`src/rtl/prebias_ramp.sv`:
```
module prebias_ramp #(
  parameter int TW       = 8,
  parameter int START_ON = 2,
  parameter int STEP     = 1
) (
  input  logic          clk,
  input  logic          rst,
  input  logic          cyc_stb,
  input  logic          ss_above_fb,
  input  logic          prebias,
  input  logic [TW-1:0] target_on,
  output logic          pwm_en,
  output logic [TW-1:0] ls_on_lim,
  output logic          ramp_done
);
  localparam logic [TW-1:0] START_W = TW'(START_ON);
  localparam logic [TW:0]   STEP_W  = (TW+1)'(STEP);

  typedef enum logic [1:0] {S_HOLD, S_RAMP, S_DONE} st_t;
  st_t st;

  logic [TW-1:0] lim;
  logic [TW:0]   wide;
  logic [TW-1:0] bump;

  assign wide      = {1'b0, lim} + STEP_W;
  assign bump      = (wide > {1'b0, target_on}) ? target_on : wide[TW-1:0];
  assign pwm_en    = (st != S_HOLD);
  assign ramp_done = (st == S_DONE);
  assign ls_on_lim = lim;

  always_ff @(posedge clk) begin
    if (rst) begin
      st  <= S_HOLD;
      lim <= '0;
    end else begin
      case (st)
        S_HOLD: begin
          if (!prebias) begin
            st  <= S_DONE;
            lim <= target_on;
          end else if (ss_above_fb) begin
            if (START_W >= target_on) begin
              st  <= S_DONE;
              lim <= target_on;
            end else begin
              st  <= S_RAMP;
              lim <= START_W;
            end
          end
        end
        S_RAMP: begin
          if (lim >= target_on) begin
            st  <= S_DONE;
            lim <= target_on;
          end else if (cyc_stb) begin
            lim <= bump;
            if (bump == target_on) st <= S_DONE;
          end
        end
        default: lim <= target_on;
      endcase
    end
  end
endmodule


```
`config.mk`:
```
export PLATFORM = sky130hd
export DESIGN_NAME = prebias_ramp
export DESIGN_NICKNAME = d
export VERILOG_FILES = /design/src/rtl/prebias_ramp.sv
export SDC_FILE = /design/constraint.sdc
export NUM_CORES = 1
export LEC_CHECK = 0
export BUFFER_PORTS_ARGS = -buffer_cell sky130_fd_sc_hd__buf_2
export CAP_MARGIN = 20
export CORE_AREA = 2 2 53 55
export DETAILED_ROUTE_END_ITERATION = 12
export DIE_AREA = 0 0 55 57
export HOLD_SLACK_MARGIN = 0.1
export PLACE_DENSITY = 0.7
export SLEW_MARGIN = 20
export SYNTH_ARGS = -nofsm -noshare
export SYNTH_HDL_FRONTEND = slang
export SYNTH_SLANG_ARGS = --single-unit
```
`constraint.sdc`:
```
create_clock -name clk -period 3.4 [get_ports clk]
set_input_delay 0.34 -clock clk [delete_from_list [all_inputs] [get_ports clk]]
set_output_delay 0.34 -clock clk [all_outputs]
set_load 0.005 [all_outputs]
```
* Yosys cells after proc, flatten, opt, wreduce, memory -nomap -nowiden *
Cells that the tools add are included.

word-level totals
  flip-flop bits (word level) = 10
  bits of input ports = 13
  output and inout bits = 10
  word-level logic and storage cells = 31

cells by class
  add/subtract/negate cells = 1
  magnitude comparators = 3
  equal/unequal tests = 6
  mux-type cells = 14
  reductions and logical operators = 5

operators by type and width
  cell                 number
  $mux 8               6
  $pmux 8 s2           1
  $mux 2               6
  $add 8x1->9 const B  1
  $gt 9x8->1           1
  $ne 3x3->1 const B   3
  $eq 8x8->1           1
  $ge 2x8->1 const A   1
  $ge 8x8->1           1
  $pmux 2 s2           1
  $reduce_and 4->1     1
  $reduce_bool 2->1    2
  $eq 2x1->1 const B   1
  $eq 2x2->1 const B   1
  $logic_not 2->1      1
  $reduce_and 2->1     1

* Longest topological paths before layout *
  depth after elaboration = 8
  gate-level depth with buffers = 13
  gate-level depth less buffers = 12

* Worst setup path after synthesis *
Ideal clock, no wire load.

  path type = register -> register
  start point = register lim[0], in the netlist ls_on_lim[0]
  end point = register lim[4], in the netlist ls_on_lim[4]
  library setup time = 74 ps
  data arrival time = 2852 ps
  required time = 3326 ps
  setup slack = 474 ps
  stages on the path, launching flop included = 13
  path buffers = 0
  period minus slack after synthesis = 2926 ps
  cell sequence = dfxtp_1 -> ha_1 -> nand3_1 -> o21ai_0 -> nand2_1 -> ha_1 -> and3_1 -> nand4b_1 -> o2bb2ai_1 -> a31oi_1 -> nand2_2 -> or4_1 -> a31oi_1

between the ends
  cells in the longest elaborated chain, start to end = 6
  elaborated cells on any way between the ends = 9
  classes of those cells = add/sub (1); order compare (2); eq/ne (1); mux (4); reduce/logical (1)

ends and longest elaborated chain
  what                      RTL line  text
  start: declaration        22        logic [TW-1:0] lim;
  start signal: assignment  41        lim <= target_on;
  start signal: assignment  45        lim <= target_on;
  start signal: assignment  55        lim <= target_on;
  $add 8x1->9               26        assign wide = {1'b0, lim} + STEP_W;
  $gt 9x8->1                27        assign bump = (wide > {1'b0, target_on}) ? target_on : wide[TW-1:0];
  $mux 8                    27
  $mux 8                    56        end else if (cyc_stb) begin
  $mux 8                    53        if (lim >= target_on) begin
  $pmux 8 s2                37        case (st)

Several ways; a longest one is shown, not always the timed one. The select of a mux whose other input is x is not followed.
A chain may end at the register's enable or synchronous reset.

* Worst setup path in the final report *
  start point = register lim[1], in the netlist ls_on_lim[1]
  end point = register lim[4], in the netlist ls_on_lim[4]

The elaborated chain is that of the path after synthesis.

==> flow_metrics.tcl <==
set metrics [dict create \
    gr-total-overflow 0 \
    status "finished clean" \
    max_freq_ghz 0.315 \
    reg2reg_setup_slack_ns 0.22 \
    syn-cell-area_um2 1220 \
    crit_required_ns 3.60 \
    fillers 266 \
    cts_setup_buffers 0 \
    slew_headroom 0.414 \
    die_x_um 55 \
    ctsLongestPathBuffers 2 \
    syn_inst 155 \
    antenna_found_initial 0 \
    drc 0 \
    synth_ff_type "dfxtp_1" \
    design_area_um2 1390 \
    critPathKind "register to register" \
    antennaDiodeCount 0 \
    seq_power_share 0.262 \
    dpl.hpwl_um 2600 \
    fin_hold_ws_ns 0.373 \
    skew_ns 0.00370 \
    numPortBuffers 22 \
    synth_area_per_cell_um2 7.86 \
    report.final.slew_viol_count 0 \
    path_max_fanout 14 \
    swShare 0.473 \
    finalSetupViolations 0 \
    cts_tree "built" \
    viasPerCell 6.07 \
    hold_viol_final 0 \
    firstDrtPassIters 4 \
    grt_max_degree 15 \
    whs_path_depth 3 \
    drt_wl_total_um 3270 \
    cts_root_buf "clkbuf_4" \
    via_count 1269 \
    synth_nets 185 \
    finalCoreUtilization 0.531 \
    track_usage 0.236 \
    multiInputGateArea_um2 952 \
    grt_pass1_vias 1189 \
    synth.distinct_cells 41 \
    ys_warn_count 0 \
    cp_num_cells 12 \
    clock_latency_ns 0.27 \
    final_cells 209 \
    worst_setup_path_end_kind "register" \
    yosysMostFrequentCell "ha_1" \
    critPathBufInv 0 \
    path_cells "ha_1 > nand3_1 > or3_1 > nand2_1 > ha_1 > and3_1 > nand4b_1 > o2bb2ai_1 > a31oi_1 > nand2_2 > or4_1 > a31oi_1" \
    synth.top_cells.by_count "17 x ha_1, 13 x inv_1, 11 x nand2_1" \
    cp_slowest_cell "or4_1" \
    rsz0062_at_grt "false" \
    slowest_delay_ns 0.45 \
    io_pins 23 \
    wl_per_cell_um 15.7 \
    switchingPower_mw 0.364 \
    initial_core_util 0.466 \
    area_delta_synth_final_pct 13.9 \
    drtIter0Drc 50 \
    synth_seq_area_share 0.164 \
    setup_tns_ns 0 \
    max-vdd-ir-drop_uv 331 \
    die_h_um 57 \
    synth-async-reset-ratio 0 \
    synth_area_leaders "ha_1 17%, dfxtp_1 16%, xnor2_1 6.5%" \
    r2r_cells 12 \
    final-seq-area_um2 200 \
    fin_nets 210 \
    cp-start-kind "register" \
    yosysTopAreaCell "ha_1" \
    place.gp.congestion 0.881 \
    cp.arrival_ns 3.37 \
    clockPowerShare 0.109 \
    clock_sinks 10 \
    leakagePower_nw 0.657 \
    p_int_mw 0.405 \
    drive_above_1_share 0.180 \
    worstHoldEndpoint "ls_on_lim[7]$_SDFFE_PP0P_" \
    placed_cell_area_um2 1370 \
    comb_power_share 0.629 \
    detail-route-antenna-nets 0 \
    htree_levels 1 \
    std_cell_rows 19 \
    cts_made_buffers 3 \
    synth_top_area_frac 0.175 \
    crit_family "simple AND/OR/NAND/NOR gates" \
    dp.cells 206 \
    p_per_area_nw_per_um2 554 \
    rr_endpoint "ls_on_lim[4]$_SDFFE_PP0P_" \
    cap_violations 0 \
    ys_ff_latch 10 \
    dieArea_um2 3140 \
    fin_crit_ns 3.18 \
    core_area_um2 2620 \
    period_share 0.934 \
    worst_pin_slew_ns 0.878 \
    clkTransAtPathRegs_ns 0.07 \
    hold_path_class "input port to register" \
    synth-edff-count 0 \
    r2r_start "ls_on_lim[1]$_SDFFE_PP0P_" \
    grt_pass1_wl_um 5400 \
    hold_start "target_on[7]" \
]
[metrics by stage]
stage                     setup slack (ns)  total power [mW]
after floorplan                      0.474             0.543
after global placement               0.448             0.673
after detailed placement             0.286             0.681
after CTS                            0.255             0.766
after global routing              0.000448             0.844
final                                0.225             0.768
[power by group through the flow]
stage	Sequential (mW)	Combinational, mW	Clock [mW]
after floorplan	0.195	0.349	0
after global placement	0.202	0.470	0
after detailed placement	0.204	0.477	0
after CTS	0.200	0.480	0.0849
after global routing	0.208	0.543	0.0925
final	0.201	0.483	0.0839
[timing repair]
| action | CTS | global route |
|---|---|---|
| endpoints found under the setup margin | 0 | 3 |
| hold buffers | 0 | 0 |
| gates resized for setup | 0 | 1 |
[sequential cells by signal, indices dropped and copies added, names as in the netlist]
signal / cells
ls_on_lim: 8
st: 2
[layer usage]
| metal | wire length [um] | track usage | part of all wire | up-vias |
|---|---|---|---|---|
| met1 | 1520 | 0.343 | 0.46 | 582 |
| met5 | 0 | 0 | 0 | - |
| met2 | 1500 | 0.357 | 0.46 | 51 |
| met3 | 175 | 0.0262 | 0.054 | 9 |
| li1 | - | - | - | 627 |
| met4 | 72 | 0.0801 | 0.022 | 0 |
[logic make-up after synthesis]
| logic type | share of synthesized area |
|---|---|
| XOR/XNOR | 0.0934 |
| multiplexers | 0.00821 |
| AO/OA/AOI/OAI | 0.259 |
| flip-flops | 0.164 |
| AND/OR/NAND/NOR | 0.246 |
| buffers and inverters | 0.0544 |
| adder cells (fa/ha/maj) | 0.175 |
[area by class of cell]
cell class,count,area share
Clock buffer,3,0.0162
Inverter,13,0.0352
Multi-Input combinational cell,128,0.686
Sequential cell,10,0.144
Tap cell,31,0.0280
Timing Repair Buffer,24,0.0902
[worst register-to-register path: stages, from the launching register on]
cell and delay [ns]:
dfxtp_1 0.40, ha_1 0.30, nand3_1 0.20, or3_1 0.40
nand2_1 0.12, ha_1 0.15, and3_1 0.18, nand4b_1 0.14
o2bb2ai_1 0.15, a31oi_1 0.23, nand2_2 0.23, or4_1 0.45
a31oi_1 0.17
[worst max path at each step]
stage	from	end	slack [ns]
2_1_floorplan	ls_on_lim[0]$_SDFFE_PP0P_	ls_on_lim[4]$_SDFFE_PP0P_	0.47
3_3_place_gp	ls_on_lim[1]$_SDFFE_PP0P_	ls_on_lim[5]$_SDFFE_PP0P_	0.45
3_5_place_dp	ls_on_lim[1]$_SDFFE_PP0P_	ls_on_lim[4]$_SDFFE_PP0P_	0.29
4_1_cts	ls_on_lim[1]$_SDFFE_PP0P_	ls_on_lim[4]$_SDFFE_PP0P_	0.25
5_1_grt	ls_on_lim[1]$_SDFFE_PP0P_	ls_on_lim[4]$_SDFFE_PP0P_	0.0004
6_report	ls_on_lim[1]$_SDFFE_PP0P_	ls_on_lim[4]$_SDFFE_PP0P_	0.22
[cell usage in the layout, fill, tap and decap left out, types with 4 or more instances in the layout]
master / n
buf_2: 22
ha_1: 17
inv_1: 13
nand2_1: 11
dfxtp_1: 10
nand3_1: 9
nor2_1: 9
xnor2_1: 9
a31oi_1: 8
nand4_1: 6
o21ai_0: 5
xor2_1: 4
a21oi_1: 4
a2bb2oi_1: 4
No activity file was read; power rests on OpenSTA's default activity.
